===== config.mk =====
export PLATFORM = sky130hd
export DESIGN_NAME = cmov_datapath
export DESIGN_NICKNAME = d
export VERILOG_FILES = /design/src/rtl/cmov_pkg.sv /design/src/rtl/cmov_regfile.sv /design/src/rtl/cmov_exec.sv /design/src/rtl/cmov_wr_gate.sv /design/src/rtl/cmov_datapath.sv
export SDC_FILE = /design/constraint.sdc
export NUM_CORES = 2
export LEC_CHECK = 0
export ABC_AREA = 1
export BUFFER_PORTS_ARGS = -buffer_cell sky130_fd_sc_hd__buf_2
export CORE_AREA = 4 4 363 365
export CTS_CLUSTER_DIAMETER = 100
export DETAILED_ROUTE_END_ITERATION = 7
export DIE_AREA = 0 0 367 369
export PLACE_DENSITY = 0.61
export SLEW_MARGIN = 20
export SYNTH_ARGS = -nofsm -noshare
export SYNTH_HDL_FRONTEND = slang
export SYNTH_HIERARCHICAL = 1
export SYNTH_SLANG_ARGS = --single-unit

===== constraint.sdc =====
create_clock -name clk_i -period 6.5 [get_ports clk_i]
set_clock_uncertainty 0.2 [all_clocks]
set_input_delay 0.325 -clock clk_i [delete_from_list [all_inputs] [get_ports clk_i]]
set_output_delay 0.325 -clock clk_i [all_outputs]
set_load 0.01 [all_outputs]

===== src/rtl/cmov_pkg.sv =====
package cmov_pkg;
  typedef enum logic [2:0] {
    OP_NOP  = 3'd0,
    OP_LDI  = 3'd1,
    OP_SLT  = 3'd2,
    OP_MOVZ = 3'd3,
    OP_MOVN = 3'd4
  } op_e;
endpackage


===== src/rtl/cmov_regfile.sv =====
module cmov_regfile #(
  parameter int NREG = 32,
  parameter int W    = 32,
  localparam int AW  = $clog2(NREG)
) (
  input  logic          clk_i,
  input  logic          rst_ni,
  input  logic          we_i,
  input  logic [AW-1:0] waddr_i,
  input  logic [W-1:0]  wdata_i,
  input  logic [AW-1:0] raddr_a_i,
  input  logic [AW-1:0] raddr_b_i,
  output logic [W-1:0]  rdata_a_o,
  output logic [W-1:0]  rdata_b_o
);
  logic [W-1:0] regs [NREG];

  for (genvar i = 0; i < NREG; i++) begin : g_reg
    if (i == 0) begin : g_zero
      assign regs[i] = '0;
    end else begin : g_flop
      always_ff @(posedge clk_i or negedge rst_ni) begin
        if (!rst_ni)                           regs[i] <= '0;
        else if (we_i && waddr_i == AW'(i))    regs[i] <= wdata_i;
      end
    end
  end

  // reads see pre-edge contents
  assign rdata_a_o = regs[raddr_a_i];
  assign rdata_b_o = regs[raddr_b_i];
endmodule


===== src/rtl/cmov_exec.sv =====
module cmov_exec
  import cmov_pkg::*;
#(
  parameter int W = 32
) (
  input  op_e          op_i,
  input  logic [W-1:0] rs_val_i,
  input  logic [W-1:0] rt_val_i,
  input  logic [W-1:0] imm_i,
  output logic [W-1:0] result_o,
  output logic         cond_ok_o
);
  logic rt_zero;
  logic lt;

  assign rt_zero = (rt_val_i == '0);
  assign lt      = ($signed(rs_val_i) < $signed(rt_val_i));

  always_comb begin
    result_o  = rs_val_i;
    cond_ok_o = 1'b0;
    unique case (op_i)
      OP_LDI:  begin result_o = imm_i;          cond_ok_o = 1'b1;     end
      OP_SLT:  begin result_o = W'(lt);         cond_ok_o = 1'b1;     end
      OP_MOVZ: begin result_o = rs_val_i;       cond_ok_o = rt_zero;  end
      OP_MOVN: begin result_o = rs_val_i;       cond_ok_o = !rt_zero; end
      default: begin result_o = rs_val_i;       cond_ok_o = 1'b0;     end
    endcase
  end
endmodule


===== src/rtl/cmov_wr_gate.sv =====
module cmov_wr_gate #(
  parameter int W   = 32,
  parameter int AW  = 5
) (
  input  logic          valid_i,
  input  logic          cond_ok_i,
  input  logic [AW-1:0] rd_addr_i,
  input  logic [W-1:0]  result_i,
  output logic          wr_en_o,
  output logic [AW-1:0] wr_addr_o,
  output logic [W-1:0]  wr_data_o
);
  // failed condition or r0 target: suppress, leave rd intact
  assign wr_en_o   = valid_i && cond_ok_i && (rd_addr_i != '0);
  assign wr_addr_o = rd_addr_i;
  assign wr_data_o = result_i;
endmodule


===== src/rtl/cmov_datapath.sv =====
module cmov_datapath
  import cmov_pkg::*;
#(
  parameter int NREG = 32,
  parameter int W    = 32,
  localparam int AW  = $clog2(NREG)
) (
  input  logic          clk_i,
  input  logic          rst_ni,
  input  logic          valid_i,
  input  logic [2:0]    op_i,
  input  logic [AW-1:0] rd_addr_i,
  input  logic [AW-1:0] rs_addr_i,
  input  logic [AW-1:0] rt_addr_i,
  input  logic [W-1:0]  imm_i,
  output logic [W-1:0]  rs_data_o,
  output logic [W-1:0]  rt_data_o,
  output logic          wr_en_o,
  output logic [AW-1:0] wr_addr_o,
  output logic [W-1:0]  wr_data_o
);
  logic [W-1:0] result;
  logic         cond_ok;

  cmov_regfile #(.NREG(NREG), .W(W)) u_rf (
    .clk_i     (clk_i),
    .rst_ni    (rst_ni),
    .we_i      (wr_en_o),
    .waddr_i   (wr_addr_o),
    .wdata_i   (wr_data_o),
    .raddr_a_i (rs_addr_i),
    .raddr_b_i (rt_addr_i),
    .rdata_a_o (rs_data_o),
    .rdata_b_o (rt_data_o)
  );

  cmov_exec #(.W(W)) u_exec (
    .op_i      (op_e'(op_i)),
    .rs_val_i  (rs_data_o),
    .rt_val_i  (rt_data_o),
    .imm_i     (imm_i),
    .result_o  (result),
    .cond_ok_o (cond_ok)
  );

  cmov_wr_gate #(.W(W), .AW(AW)) u_gate (
    .valid_i   (valid_i),
    .cond_ok_i (cond_ok),
    .rd_addr_i (rd_addr_i),
    .result_i  (result),
    .wr_en_o   (wr_en_o),
    .wr_addr_o (wr_addr_o),
    .wr_data_o (wr_data_o)
  );
endmodule


==> impl_metrics.py <==
metrics = {
    "floorplan": {
        "die_w_um": 367,
        "start_util_pct": 44.7,
        "rows": 132,
        "ioPinCount": 155,
        "coreArea_um2": 129000,
        "die_y_um": 369,
        "die_area_um2": 135000,
    },
    "drt": {
        "drc": 0,
        "wl_mm": 232,
        "routed-via-count": 58800,
        "drt-initial-drc-count": 8290,
        "final_antenna_net_count": 0,
        "via_per_inst": 5.91,
        "first_pass_iters": 7,
        "routedWlPerCell_um": 23.4,
    },
    "layout": {
        "largest_reg_flops": 992,
        "layout_commonest_cell": "nand2_1",
        "final_nets": 8261,
        "layout_common_cells": "nand2_1, nand3_1, dfrtp_1",
        "reg_top3": "u_rf/regs x992",
        "drive_above_1_share_pct": 6.45,
        "final_util_pct": 48.9,
        "final_cells": 9943,
        "fillers": 12900,
        "largest-register": "u_rf/regs",
        "area_delta_synth_final_pct": 9.46,
    },
    "global_route": {
        "gr-usage-met1_pct": 46.1,
        "antenna_found_initial": 3,
        "use_met3_pct": 7.72,
        "grt_pass1_vias": 55200,
        "grt_start_max_net_pins": 162,
        "grt_util_met2_pct": 50.8,
        "track_usage_pct": 33.5,
        "grt_first_pass_wirelength_mm": 349,
        "busiest_layer": "met2",
        "grt_overflow": 0,
    },
    "clock_tree": {
        "cts-root-buf": "clkbuf_16",
        "cts_resized": 0,
        "clkTransAtPathRegs_ps": 60,
        "ctsLongestPathBuffers": 3,
        "cts_tree": "done",
        "cts_sinks": 992,
        "clk_latency_ps": 740,
        "numCtsBuffers": 113,
        "ctsHtreeMaxLevel": 3,
    },
    "placed_design": {
        "portBuffers": 154,
        "post-place-ws_ps": 615,
        "place_congestion": 0.864,
        "dp_hpwl_mm": 126,
        "placed_cells": 9736,
    },
    "synth": {
        "synthSimpleGateAreaFrac_pct": 33.9,
        "synthMuxAreaShare_pct": 0,
        "syn_avg_cell_area_um2": 6.78,
        "synth_top_family_by_area": "simple AND/OR/NAND/NOR gates",
        "yosysSeqAreaShare_pct": 43.1,
        "ys_ff_latch": 992,
        "synth_fp_nets": 8584,
        "syn_area_um2": 57600,
        "synth_warnings": 6,
        "synth_cell_types": 30,
        "ys.flop_type": "dfrtp_1",
        "synth_compound_area_share_pct": 11.5,
        "synth_edf_count": 0,
        "synthAdderAreaFrac_pct": 0.673,
        "ys_async_sr_fraction_pct": 100,
        "syn_inst": 8500,
        "synth_xor_area_share_pct": 0,
    },
    "run_status": {
        "status": "complete, no violations",
    },
    "timing": {
        "fmax_mhz": 181,
        "tns_ps": 0,
        "relSlewSlack_pct": 20.6,
        "rsz0062_at_grt": "false",
        "worst_pin_slew_ps": 1190,
        "finalCritPeriodShare_pct": 85.1,
        "fin_crit_ps": 5530,
        "setup_viol": 0,
        "hold_ws_ps": 16.2,
        "hold_viol": 0,
        "slew_violations": 0,
        "setup_ws_ps": 969,
    },
    "power_and_ir_drop": {
        "irDropWorstVdd_v": 0.000209,
        "powerDensity_nw_per_um2": 267,
        "p_leak_nw": 30.2,
    },
    "setup_path": {
        "ff2ff_setup_slack_ps": 1340,
        "crit_type": "in -> out",
        "worst_ep_arrival_time_ps": 5010,
        "cp.required_ps": 5970,
        "worstSetupStartpointType": "input port",
        "endpoint_kind": "primary output",
        "crit_fanout": 88,
    },
    "run": {
        "drv_cap": 0,
    },
    "min_path": {
        "hold_class": "in -> async",
    },
}
==> cell type report <==
cell class,instances,area (um2),share of cell area [%]
clock inverter,40,493,0.782
inverter,800,3040,4.82
tap,1675,2100,3.32
timing repair buffer,289,2440,3.87
sequential,992,24800,39.4
multi-input combinational,5981,26800,42.5
clock buffer,163,3350,5.31
antenna,3,7.51,0.0119
==> cell usage after synthesis, types with 12 or more instances <==
| cell type | number | area [um2] |
|---|---|---|
| nand2_1 | 2958 | 11100 |
| nand3_1 | 1549 | 7750 |
| dfrtp_1 | 992 | 24800 |
| o21ai_0 | 918 | 4590 |
| inv_1 | 792 | 2970 |
| clkbuf_1 | 401 | 1510 |
| a21oi_1 | 269 | 1350 |
| buf_2 | 226 | 1130 |
| nor2_1 | 92 | 345 |
| o21ai_1 | 79 | 395 |
| buf_1 | 50 | 188 |
| buf_4 | 46 | 345 |
| a22o_1 | 31 | 272 |
| ha_1 | 31 | 388 |
| nand2_2 | 20 | 125 |
| nor2_2 | 12 | 75.1 |
==> worst max-delay path, stage by stage <==
cell and delay [ps]:
buf_8 350, inv_8 260, nor2_4 200, buf_12 480, buf_12 360, nand2_1 90, nand3_1 90, nand3_1 90
nand2_1 130, nand2_1 60, nand2_1 380, ha_1 320, nand2_1 70, nand2_1 140, nand2_1 90, nand2_1 50
nand2_1 50, nand2_1 70, nand2_1 110, nand2_1 170, nand2_1 140, nand2_1 60, nand2_1 60, nand3_1 160
nand2_1 300, buf_2 200
==> per-stage QoR <==
stage	power (mW)	area, um2
after floorplan	9.10	57600
after global placement	10.1	59200
after detailed placement	10.2	59200
after CTS	16.9	63000
after global routing	17.6	63000
final	16.9	63100
==> where the power goes <==
group          leakage, nW  switching, mW  internal (mW)
Combinational         14.7           2.19          0.902
Sequential            13.6          0.349           6.73
Clock                 1.90           2.72           3.98
Total                 30.2           5.25           11.6
==> path summary, 6_finish.rpt <==
| path | endpoint | cells past startpoint | startpoint |
|---|---|---|---|
| worst max-delay path | wr_data_o[0] | 26 | rs_addr_i[0] |
| worst min-delay path | u_rf/regs[375] | 2 | rst_ni |
| worst max register to register | u_rf/regs[234] | 23 | u_rf/regs[533] |
| worst min register to register | u_rf/regs[196] | 2 | u_rf/regs[196] |
| max in group asynchronous | u_rf/regs[33] | 4 | rst_ni |
| min in group clk_i | u_rf/regs[320] | 5 | rd_addr_i[3] |
==> what timing repair did <==
item,in CTS,in global routing
setup buffers,0,0
setup endpoints to repair,0,0
endpoints found under the hold margin,70,0
hold buffers,1,0
==> cells by family after synthesis <==
family | after synthesis
AO/OA/AOI/OAI | 1300
buffers and inverters | 1527
adder cells (fa/ha/maj) | 31
AND/OR/NAND/NOR | 4650
flip-flops | 992
==> per-layer routing <==
metal / up-vias / share of wire, %
met5: - / 0
met2: 3706 / 43
met4: 0 / 4.4
li1: 26500 / -
met3: 637 / 12
met1: 28000 / 41
No activity file was read; power rests on OpenSTA's default activity.
